`config.mk`:
```
export PLATFORM = sky130hd
export DESIGN_NAME = branch_squash_ctl
export DESIGN_NICKNAME = d
export VERILOG_FILES = /design/src/rtl/bsc_pkg.sv /design/src/rtl/bsc_datapath.sv /design/src/rtl/bsc_control.sv /design/src/rtl/branch_squash_ctl.sv
export SDC_FILE = /design/constraint.sdc
export NUM_CORES = 1
export LEC_CHECK = 0
export BUFFER_PORTS_ARGS = -buffer_cell sky130_fd_sc_hd__clkbuf_2
export CORE_MARGIN = 2
export CORE_UTILIZATION = 45
export DETAILED_ROUTE_END_ITERATION = 12
export PLACE_DENSITY_LB_ADDON = 0.08
export SLEW_MARGIN = 10
export SYNTH_ARGS = -nofsm -noshare
export SYNTH_HDL_FRONTEND = slang
export SYNTH_HIERARCHICAL = 1
export SYNTH_SLANG_ARGS = --single-unit
```
`constraint.sdc`:
```
create_clock -name clk -period 3.4 [get_ports clk]
set_clock_uncertainty 0.05 [all_clocks]
set_input_delay 0 -clock clk [delete_from_list [all_inputs] [get_ports clk]]
set_output_delay 0 -clock clk [all_outputs]
set_load 0.01 [all_outputs]
```
`src/rtl/bsc_pkg.sv`:
```
package bsc_pkg;

  // Fetch source for the next cycle; the code values are visible on pcSel.
  typedef enum logic [1:0] {
    PC_SEQ    = 2'd0,
    PC_HOLD   = 2'd1,
    PC_TARGET = 2'd2,
    PC_FALL   = 2'd3
  } pcSrc_e;

  // Strobes from control to datapath; at most one is set per cycle.
  typedef struct packed {
    logic holdPc;
    logic loadTarget;
    logic loadFall;
  } pcStrobe_t;

endpackage

```
`src/rtl/bsc_datapath.sv`:
```
module bsc_datapath
  import bsc_pkg::*;
#(
  parameter int ADDR_W      = 32,
  parameter int OFF_W       = 16,
  parameter int INSTR_BYTES = 4
) (
  input  logic              clk,
  input  logic              rst,
  input  pcStrobe_t         strobe,
  input  logic [OFF_W-1:0]  decOffset,
  output logic [ADDR_W-1:0] fetchPc,
  output logic [ADDR_W-1:0] branchTarget
);

  localparam int SHIFT = $clog2(INSTR_BYTES);
  localparam int EXT_W = ADDR_W - OFF_W;
  localparam logic [ADDR_W-1:0] STEP = ADDR_W'(INSTR_BYTES);

  logic [ADDR_W-1:0] pcQ;
  logic [ADDR_W-1:0] seqPc;
  logic [ADDR_W-1:0] linkDec, linkExe, linkMem;
  logic [OFF_W-1:0]  offExe, offMem;
  logic [ADDR_W-1:0] offWide;
  logic [ADDR_W-1:0] pcNext;

  assign seqPc   = pcQ + STEP;
  assign offWide = {{EXT_W{offMem[OFF_W-1]}}, offMem};
  assign branchTarget = linkMem + (offWide << SHIFT);
  assign fetchPc = pcQ;

  always_comb begin
    if (strobe.loadTarget)    pcNext = branchTarget;
    else if (strobe.loadFall) pcNext = linkMem;
    else if (strobe.holdPc)   pcNext = pcQ;
    else                      pcNext = seqPc;
  end

  always_ff @(posedge clk) begin
    if (rst) begin
      pcQ     <= '0;
      linkDec <= '0;
      linkExe <= '0;
      linkMem <= '0;
      offExe  <= '0;
      offMem  <= '0;
    end else begin
      pcQ     <= pcNext;
      linkDec <= seqPc;
      linkExe <= linkDec;
      linkMem <= linkExe;
      offExe  <= decOffset;
      offMem  <= offExe;
    end
  end

  // reset vector
  a_r1_reset_pc: assert property (@(posedge clk) rst |=> (pcQ == '0));
  // a taken redirect lands on the computed target
  a_r2_target_load: assert property (@(posedge clk) disable iff (rst)
    strobe.loadTarget |=> (pcQ == $past(branchTarget)));
  // a not-taken resolution in hold mode resumes at branch+step
  a_r7_fall_load: assert property (@(posedge clk) disable iff (rst)
    strobe.loadFall |=> (pcQ == $past(linkMem)));
  // the fetch address does not move while held
  a_r6_hold_stable: assert property (@(posedge clk) disable iff (rst)
    strobe.holdPc |=> $stable(pcQ));
  // one fetch source at a time
  a_r4_one_source: assert property (@(posedge clk) disable iff (rst)
    $onehot0({strobe.holdPc, strobe.loadTarget, strobe.loadFall}));

endmodule

```
`src/rtl/bsc_control.sv`:
```
module bsc_control
  import bsc_pkg::*;
#(
  parameter int N_STAGE = 4
) (
  input  logic               clk,
  input  logic               rst,
  input  logic               stallMode,
  input  logic               decIsBranch,
  input  logic               exZero,
  output pcStrobe_t          strobe,
  output pcSrc_e             pcSel,
  output logic               killFetch,
  output logic               killDecode,
  output logic               killExecute,
  output logic [N_STAGE-1:0] vldQ
);

  localparam int S_DEC = 0;
  localparam int S_EXE = 1;
  localparam int S_MEM = 2;
  localparam int S_WB  = N_STAGE - 1;

  logic brExe, brMem, zeroMem;
  logic decBr, exeBr, memBr, memTaken;
  logic [N_STAGE-1:0] clrVec;

  // Only an instruction whose valid bit is set may act as a branch.
  assign decBr    = vldQ[S_DEC] & decIsBranch;
  assign exeBr    = vldQ[S_EXE] & brExe;
  assign memBr    = vldQ[S_MEM] & brMem;
  assign memTaken = memBr & zeroMem;

  always_comb begin
    killDecode  = memTaken;
    killExecute = memTaken;
    if (stallMode) begin
      killFetch = decBr | exeBr | memBr;
      if (memBr)               pcSel = zeroMem ? PC_TARGET : PC_FALL;
      else if (decBr | exeBr)  pcSel = PC_HOLD;
      else                     pcSel = PC_SEQ;
    end else begin
      killFetch = memTaken;
      pcSel     = memTaken ? PC_TARGET : PC_SEQ;
    end
    strobe.holdPc     = (pcSel == PC_HOLD);
    strobe.loadTarget = (pcSel == PC_TARGET);
    strobe.loadFall   = (pcSel == PC_FALL);
  end

  always_comb begin
    clrVec        = '0;
    clrVec[S_DEC] = killFetch;
    clrVec[S_EXE] = killDecode;
    clrVec[S_MEM] = killExecute;
  end

  // Valid chain: each stage takes the previous one unless killed.
  for (genvar s = 0; s < N_STAGE; s++) begin : g_vld
    if (s == 0) begin : g_head
      always_ff @(posedge clk) begin
        if (rst) vldQ[s] <= 1'b0;
        else     vldQ[s] <= ~clrVec[s];
      end
    end else begin : g_body
      always_ff @(posedge clk) begin
        if (rst) vldQ[s] <= 1'b0;
        else     vldQ[s] <= vldQ[s-1] & ~clrVec[s];
      end
    end
  end

  always_ff @(posedge clk) begin
    if (rst) begin
      brExe   <= 1'b0;
      brMem   <= 1'b0;
      zeroMem <= 1'b0;
    end else begin
      brExe   <= decIsBranch;
      brMem   <= brExe;
      zeroMem <= exZero;
    end
  end

  // reset empties the pipe
  a_r1_reset_clear: assert property (@(posedge clk)
    rst |=> (vldQ == '0) && (pcSel == PC_SEQ) && !killFetch);
  // after a taken branch retires, three bubbles follow in writeback
  a_r3_wb_bubbles: assert property (@(posedge clk) disable iff (rst)
    memTaken |=> vldQ[S_WB] ##1 !vldQ[S_WB] ##1 !vldQ[S_WB] ##1 !vldQ[S_WB]);
  // a not-taken branch in squash mode lets its follower advance
  a_r5_no_bubble: assert property (@(posedge clk) disable iff (rst)
    (!stallMode && memBr && !zeroMem && vldQ[S_EXE]) |=> vldQ[S_MEM]);
  // hold mode admits nothing new for three cycles after a decode
  a_r6_fetch_quiet: assert property (@(posedge clk) disable iff (rst)
    (stallMode && decBr) |=> !vldQ[S_DEC] ##1 !vldQ[S_DEC] ##1 !vldQ[S_DEC]);
  // a bubble in memory never redirects or kills
  a_r8_bubble_inert: assert property (@(posedge clk) disable iff (rst)
    !vldQ[S_MEM] |-> ((pcSel == PC_SEQ) || (pcSel == PC_HOLD)) && !killDecode && !killExecute);

endmodule

```
`src/rtl/branch_squash_ctl.sv`:
```
module branch_squash_ctl
  import bsc_pkg::*;
#(
  parameter int ADDR_W      = 32,
  parameter int OFF_W       = 16,
  parameter int INSTR_BYTES = 4
) (
  input  logic              clk,
  input  logic              rst,
  input  logic              stallMode,
  input  logic              decIsBranch,
  input  logic [OFF_W-1:0]  decOffset,
  input  logic              exZero,
  output logic [ADDR_W-1:0] fetchPc,
  output logic [1:0]        pcSel,
  output logic [ADDR_W-1:0] branchTarget,
  output logic              killFetch,
  output logic              killDecode,
  output logic              killExecute,
  output logic              vldDecode,
  output logic              vldExecute,
  output logic              vldMemory,
  output logic              vldWriteback
);

  localparam int N_STAGE = 4;

  pcStrobe_t          strobe;
  pcSrc_e             selInt;
  logic [N_STAGE-1:0] vldVec;

  bsc_control #(.N_STAGE(N_STAGE)) u_ctl (
    .clk         (clk),
    .rst         (rst),
    .stallMode   (stallMode),
    .decIsBranch (decIsBranch),
    .exZero      (exZero),
    .strobe      (strobe),
    .pcSel       (selInt),
    .killFetch   (killFetch),
    .killDecode  (killDecode),
    .killExecute (killExecute),
    .vldQ        (vldVec)
  );

  bsc_datapath #(
    .ADDR_W      (ADDR_W),
    .OFF_W       (OFF_W),
    .INSTR_BYTES (INSTR_BYTES)
  ) u_dp (
    .clk          (clk),
    .rst          (rst),
    .strobe       (strobe),
    .decOffset    (decOffset),
    .fetchPc      (fetchPc),
    .branchTarget (branchTarget)
  );

  assign pcSel        = selInt;
  assign vldDecode    = vldVec[0];
  assign vldExecute   = vldVec[1];
  assign vldMemory    = vldVec[2];
  assign vldWriteback = vldVec[3];

endmodule

```
Word-level counts from Yosys, hierarchy flattened
Index checks and enable logic that the tools add are counted.
{"block": "word_totals", "out_inout_bits": 73, "wordCells": 38, "register_bits": 167, "input_bits": 21}
{"block": "op_classes", "n_bitwise": 10, "add_sub_neg": 2, "eq_ne": 4, "mux": 9}
{"operator": "$mux W32", "count": 3}
{"operator": "$add A32 B3 Y32 const B", "count": 1}
{"operator": "$add A32 B32 Y32", "count": 1}
{"operator": "$and A1 B1 Y1", "count": 6}
{"operator": "$mux W2", "count": 3}
{"operator": "$eq A2 B2 Y1 const B", "count": 2}
{"operator": "$mux W1", "count": 3}
{"operator": "$ne A3 B3 Y1 const B", "count": 1}
{"operator": "$eq A2 B1 Y1 const B", "count": 1}
{"operator": "$not A1 Y1", "count": 2}
{"operator": "$or A1 B1 Y1", "count": 2}

Longest topological paths before layout
Gate-level depths: netlist (run 1).
{"block": "depth", "depth_word": 9, "mapped_depth": 11, "ltp_nobuf": 11}

By module
Netlist (run 1), hierarchy kept.
{"mod": "bsc_datapath", "seq_area_each_um2": 3203.1, "cells_per_inst": 823, "instances": 1, "area_per_inst_um2": 7362.1}
{"mod": "bsc_control", "seq_area_each_um2": 140.1, "cells_per_inst": 27, "instances": 1, "area_per_inst_um2": 271.5}

Worst setup path before layout (run 1)
OpenSTA, ideal clock, no wires.
{"block": "synth_path", "path_kind": "register -> register", "start": "reg u_dp.offMem[15]", "end": "reg u_dp.pcQ[31], in the netlist u_dp/fetchPc[31]", "stages_incl_launch_ff": 11, "path_buffers": 1, "t_required_ps": 3273, "synth_period_minus_slack_ps": 2922, "arrival_ps": 2796, "setup_ps": 77, "path_slack_ps": 478, "path_cell_list": "dfxtp_1 -> ha_1 -> buf_2 -> a21oi_2 -> nand2_1 -> o311a_1 -> o21a_1 -> o41a_1 -> o32a_1 -> or4_1 -> a41oi_2"}
{"block": "synth_between", "elab_chain_len": 2}
{"element": "start, declared", "line_no": "bsc_datapath.sv:23", "text": "logic [OFF_W-1:0] offExe, offMem;"}
{"element": "start signal, assigned", "line_no": "bsc_datapath.sv:46", "text": "offMem <= '0;"}
{"element": "start signal, assigned", "line_no": "bsc_datapath.sv:53", "text": "offMem <= offExe;"}
{"element": "$add A32 B32 Y32", "line_no": "bsc_datapath.sv:29", "text": "assign branchTarget = linkMem + (offWide << SHIFT);"}
{"element": "$mux W32", "line_no": "bsc_datapath.sv:33", "text": "if (strobe.loadTarget) pcNext = branchTarget;"}
{"element": "end signal, assigned", "line_no": "bsc_datapath.sv:48", "text": "pcQ <= pcNext;"}
{"element": "end, declared", "line_no": "bsc_datapath.sv:20", "text": "logic [ADDR_W-1:0] pcQ;"}
Every way passes these cells.
A chain may end at the register's enable or synchronous reset.

Final worst setup path (run 1)
{"block": "layout_path", "start": "reg u_dp.linkMem[3]", "end": "out branchTarget[31]"}
{"block": "layout_between", "elab_chain_len": 1}
{"element": "start, declared", "line_no": "bsc_datapath.sv:22", "text": "logic [ADDR_W-1:0] linkDec, linkExe, linkMem;"}
{"element": "start signal, assigned", "line_no": "bsc_datapath.sv:51", "text": "linkMem <= linkExe;"}
{"element": "$add A32 B32 Y32", "line_no": "bsc_datapath.sv:29"}
{"element": "end, declared", "line_no": "branch_squash_ctl.sv:16", "text": "output logic [ADDR_W-1:0] branchTarget,"}
Every way passes these cells.

==> flow_summary.toml, run 1 <==
[sta]
fin_crit_sh_pct = 96.40
fmax_mhz = 305.1
slew_headroom_pct = 27.87
worst_pin_slew_ps = 1078
rsz0062_at_grt = "false"
period_needed_ps = 3278
hold_violations = 0
setup_violations = 0
fin_tns_setup_ps = 0
finalMaxSlewViolations = 0

[synthesis]
syn_inst = 850
syn_nets = 902
avgSynthCellArea_um2 = 8.981
synth_edf_count = 0
synth.distinct_cells = 75
seq_area_frac_synth_pct = 43.80
async_flop_share_pct = 0
ys_ff_latch = 167
yosys_warnings = 6
synthFlopType = "dfxtp_1"
synth_area_mm2 = 0.007634

[layout]
diodes = 0
fin_nets = 1003
seqCellArea_mm2 = 0.003344
drive_above_1_share_pct = 17.13
fill_cells = 1570
final_cell_mix = "dfxtp_1, nor2b_1, nor2_1"
multiInputGateArea_mm2 = 0.004103
fin_area_mm2 = 0.009144
area_growth_pct = 19.78
final_common_cell = "dfxtp_1"

[clocking]
htree_levels = 4
cts_max_path_buffers = 2
clock_latency_ps = 430
cts_sinks = 167
root_buffer = "clkbuf_16"
clk_pin_slew_ps = 70
tritoncts = "yes"
cts_buffers = 17

[min_path]
hold_path.class = "primary input to flip-flop"
min_from = "exZero"

[place]
dpl_cell_area_mm2 = 0.008279
routabilityCongestion = 0.9272
port-buffer-count = 93
hpwlAfterDp_um = 13590

[route]
remaining_drc_errors = 0
drtPass1Iterations = 7
drtAntennaViolNets = 0
wl_per_cell_um = 16.80
wirelength_um = 19870
vias = 6377
first_iter_violations = 471
avgViaCountPerCell = 5.391

[die]
start_util_pct = 46.03
die_area_mm2 = 0.01802
num_rows = 47
die_w_um = 134.2
core-area_mm2 = 0.01658
die_h_um = 134.2
ios = 94

[power]
power_uw = 4251
leakage_uw = 0.004018
powerDensity_mw_per_mm2 = 464.9
irDropWorstVdd_uv = 392.2

[worst_setup_path]
crit_start = "u_dp/linkMem[3]$_SDFF_PP0_"
crit_path_start_kind = "flip-flop"
cp.required_ps = 3350
crit_fanout = 4
cp-end-kind = "output port"
crit_arrival_ps = 3230
path_class = "flip-flop to output port"
rr_startpoint = "u_dp/linkMem[3]$_SDFF_PP0_"

[grt]
grt_max_degree = 63
grt_pass1_vias = 6099
grt.overflow.total = 0
grt_pass1_wl_um = 31600
antenna_found_initial = 0
grt_usage_pct = 22.33

[status]
status = "finished clean"

[flow_run]
maxCapViolations = 0
-- through the flow --
stage	hold slack (ps)	instances	utilization [%]	worst slack, ps
after floorplan	21.61	850	-	477.8
after global placement	156.5	1130	49.92	366.8
after detailed placement	162.4	1130	49.92	322.7
after CTS	252.7	1181	54.68	35.96
after global routing	267.9	1183	55.14	3.901
final	261.7	1183	55.14	122.3
-- final timing paths --
kind / endpoint / slack [ps] / depth (start not counted)
worst min-delay path: u_ctl/zeroMem$_SDFF_PP0_ / 260 / 3
worst max register to register: u_dp/fetchPc[31]$_SDFFE_PP0P_ / 360 / 9
worst min register to register: u_dp/offMem[11]$_SDFF_PP0_ / 390 / 1
worst max-delay path: branchTarget[31] / 120 / 10
-- cells in the mapped netlist (3+ instances only) --
master	number	share of area [%]
clkbuf_1	35	1.7
nor2_1	93	4.6
dfxtp_1	167	44
o21a_1	7	0.69
nor2b_1	107	8.8
xnor2_1	32	3.7
buf_4	5	0.49
nand3_1	16	1.0
nand4_1	14	1.1
and3_1	11	0.90
o21bai_1	4	0.39
nor3_1	19	1.2
a21oi_1	39	2.6
a31oi_1	5	0.41
a21o_1	15	1.5
ha_1	30	4.9
nor4_1	4	0.33
inv_1	21	1.0
or3_1	5	0.41
nor3b_1	4	0.39
o211ai_1	5	0.49
nand2b_1	7	0.57
nand2_1	49	2.4
o21ai_0	33	2.2
and4_1	4	0.46
mux2i_1	4	0.52
a211oi_1	13	1.3
a221oi_1	8	0.92
a21boi_0	3	0.30
o31ai_1	5	0.49
xor2_1	28	3.2
-- worst max-delay path: stages, from the launching register on --
cell      delay [ps]
dfxtp_1          330
ha_1             320
a211oi_2         230
nor2_1           120
o31ai_4          380
o21ai_4          130
o41a_1           380
o32a_1           400
a21oi_2          180
xor2_1           160
clkbuf_2         150
-- layout make-up --
| cell class | count | area share (%) |
|---|---|---|
| clock inverter | 13 | 1.533 |
| multi-input combinational | 616 | 44.87 |
| timing repair buffer | 126 | 8.374 |
| clock buffer | 18 | 4.693 |
| sequential | 167 | 36.58 |
| inverter | 23 | 0.9442 |
| tap | 220 | 3.010 |
-- registers in the layout, indices dropped and copies added, names as in the netlist --
| register | count |
|---|---|
| u_dp/linkExe | 32 |
| u_dp/linkDec | 32 |
| u_ctl/vldQ | 4 |
| u_ctl/zeroMem | 1 |
| u_dp/fetchPc | 32 |
| u_dp/offMem | 16 |
| u_ctl/brMem | 1 |
| u_dp/offExe | 16 |
| u_ctl/brExe | 1 |
| u_dp/linkMem | 32 |
-- metal layers --
layer / GRT usage [%] / share of wire (%)
met5: 0 / 0
met4: 6.491 / 1.4
met3: 4.800 / 5.0
met2: 36.85 / 48
met1: 29.48 / 46
-- report_power, final --
part / internal [uW] / switching [uW]
clock: 1030 / 839
sequential: 2010 / 43.6
combinational: 140 / 186
-- cell families (layout without fill, tap and decap cells) --
family | count (synthesis) | count (layout) | synth area share [%]
simple gates | 346 | 346 | 23.96
compound gates | 174 | 174 | 15.93
flops | 167 | 167 | 43.80
buf+inv | 67 | 180 | 3.573
xor+xnor | 60 | 60 | 6.884
fa+ha+maj | 31 | 31 | 5.179
mux | 5 | 5 | 0.6720
-- what timing repair did --
action / in CTS / in global routing
resized for setup: 3 / 11
setup buffers: 0 / 2
pin swaps: 0 / 4
hold endpoints to repair: 43 / 0
hold buffers: 20 / 0
endpoints found under the setup margin: 2 / 8
Note: power is estimated with default switching activity, not from simulation.
==> run 2: changes to the inputs <==
--- a/config.mk
+++ b/config.mk
@@ -7,7 +7,7 @@
 export LEC_CHECK = 0
 export BUFFER_PORTS_ARGS = -buffer_cell sky130_fd_sc_hd__clkbuf_2
 export CORE_MARGIN = 2
-export CORE_UTILIZATION = 45
+export CORE_UTILIZATION = 43
 export DETAILED_ROUTE_END_ITERATION = 12
 export PLACE_DENSITY_LB_ADDON = 0.08
 export SLEW_MARGIN = 10
==> run 2 against run 1 <==
  * Via count rose by 0.13%
  * Combinational power about the same
  * Cell count is 0.51% higher
  * Hold slack better by 5.5 ps
  * Clock-buffer cell count up 1
  * Critical path type unchanged
  * Largest power group unchanged
  * Highest routed layer unchanged
==> flow_summary.toml, run 2 (synthesis gave the netlist of run 1 again) <==
[status]
status = "finished clean"

[min_path]
hold_depth = 3
hold_path.class = "primary input to flip-flop"

[worst_setup_path]
crit_arrival_ps = 3240
path_class = "flip-flop to output port"
r2r_end = "u_dp/fetchPc[30]$_SDFFE_PP0P_"
cp.required_ps = 3350
cp-end-kind = "output port"
crit_path_start_kind = "flip-flop"
crit_path_end = "branchTarget[31]"
reg2reg_slack_ps = 400
crit_fanout = 5
crit_start = "u_dp/linkMem[3]$_SDFF_PP0_"
r2r_cells = 11
rr_startpoint = "u_dp/linkMem[2]$_SDFF_PP0_"

[route]
wl_per_cell_um = 16.82
drtPass1Iterations = 5
avgViaCountPerCell = 5.370
first_iter_violations = 594
vias = 6385
remaining_drc_errors = 0
drtAntennaViolNets = 0
wirelength_um = 20000

[die]
core-area_mm2 = 0.01736
ios = 94
die_area_mm2 = 0.01883
start_util_pct = 43.98
die_h_um = 137.2
num_rows = 48
die_w_um = 137.2

[layout]
final_cell_mix = "dfxtp_1, nor2b_1, nor2_1"
fin_nets = 1003
seqCellArea_mm2 = 0.003344
diodes = 0
area_growth_pct = 20.28
drive_above_1_share_pct = 16.80
multiInputGateArea_mm2 = 0.004074
fill_cells = 1618
final_common_cell = "dfxtp_1"

[power]
irDropWorstVdd_uv = 332.9
internal_power_uw = 3357
switchingPower_uw = 1083
switching_share_pct = 24.39
leakage_uw = 0.004039
p_seq_share_pct = 46.3
powerDensity_mw_per_mm2 = 483.6
pwr-share-comb_pct = 7.4
power_uw = 4440
pwr-share-clk_pct = 46.3

[flow_run]
maxCapViolations = 0

[clocking]
tritoncts = "yes"
cts_buffers = 17
cts_sinks = 167
htree_levels = 4
clk_pin_slew_ps = 70
root_buffer = "clkbuf_16"
postCtsSetupBuffers = 0
cts_max_path_buffers = 2
clock_latency_ps = 430

[sta]
setup_ws_ps = 107.1
worst_pin_slew_ps = 968.0
rsz0062_at_grt = "true"
hold_violations = 0
fin_crit_sh_pct = 96.85
slew_headroom_pct = 35.39
period_needed_ps = 3293
fmax_mhz = 303.7
finalMaxSlewViolations = 0
whs_ps = 267.2
setup_violations = 0

[place]
place_ws_ps = 190.1
hpwlAfterDp_um = 13870
routabilityCongestion = 0.9058
port-buffer-count = 93

[grt]
grt_usage_pct = 21.49
antenna_found_initial = 0
grt_pass1_vias = 6132
grt.overflow.total = 0
grt_pass1_wl_um = 31430
grt_max_degree = 69
-- run 2: area by class of cell --
class	count	share of cell area [%]
multi-input combinational	616	44.37
tap	225	3.066
sequential	167	36.43
inverter	23	0.9403
clock buffer	19	4.824
timing repair buffer	126	8.340
clock inverter	13	2.031
-- run 2: worst min-delay path by stage --
stage | startpoint | endpoint
after floorplan | rst | u_ctl/brExe$_SDFF_PP0_
after global placement | decOffset[7] | u_dp/offExe[7]$_SDFF_PP0_
after detailed placement | decOffset[4] | u_dp/offExe[4]$_SDFF_PP0_
after CTS | decOffset[4] | u_dp/offExe[4]$_SDFF_PP0_
after global routing | decOffset[2] | u_dp/offExe[2]$_SDFF_PP0_
final | decOffset[4] | u_dp/offExe[4]$_SDFF_PP0_
-- run 2: stage by stage --
stage / TNS [ps] / area (um^2) / utilization (%) / instances
6_report: 0 / 9181 / 52.90 / 1189
5_1_grt: -26.48 / 9181 / 52.90 / 1189
4_1_cts: 0 / 9138 / 52.65 / 1189
3_5_place_dp: 0 / 8300 / 47.82 / 1137
3_3_place_gp: 0 / 8300 / 47.82 / 1137
2_1_floorplan: 0 / 7634 / - / 850
-- run 2: timing repair --
item | CTS | global route
endpoints found under the setup margin | 2 | 7
hold buffers | 20 | 0
cloned | 0 | 0
pin swaps | 0 | 0
hold endpoints to repair | 53 | 0
gates resized for setup | 1 | 7
-- run 2: power groups by stage --
stage	registers, uW	logic [uW]	clock network, uW
2_1_floorplan	2100	191	0
3_3_place_gp	2100	306	0
3_5_place_dp	2100	309	0
4_1_cts	2060	330	2100
5_1_grt	2060	362	2180
6_report	2060	329	2050
-- run 2: per-layer routing --
layer / global-route usage [%] / up-vias / wire length, um
met2: 35.02 / 190 / 9459
met3: 4.820 / 23 / 1236
met5: 0 / - / 0
met1: 28.54 / 3030 / 8991
met4: 6.243 / 0 / 308
li1: - / 3142 / -
-- run 2: critical path: stages (launching register included) --
cell and delay, ps:
dfxtp_1 330, ha_1 320, a211oi_2 210, nor2_1 110, o31ai_4 310, o21ai_2 170, o41a_1 410, o32a_1 410
a21oi_1 190, xor2_1 190, clkbuf_2 160
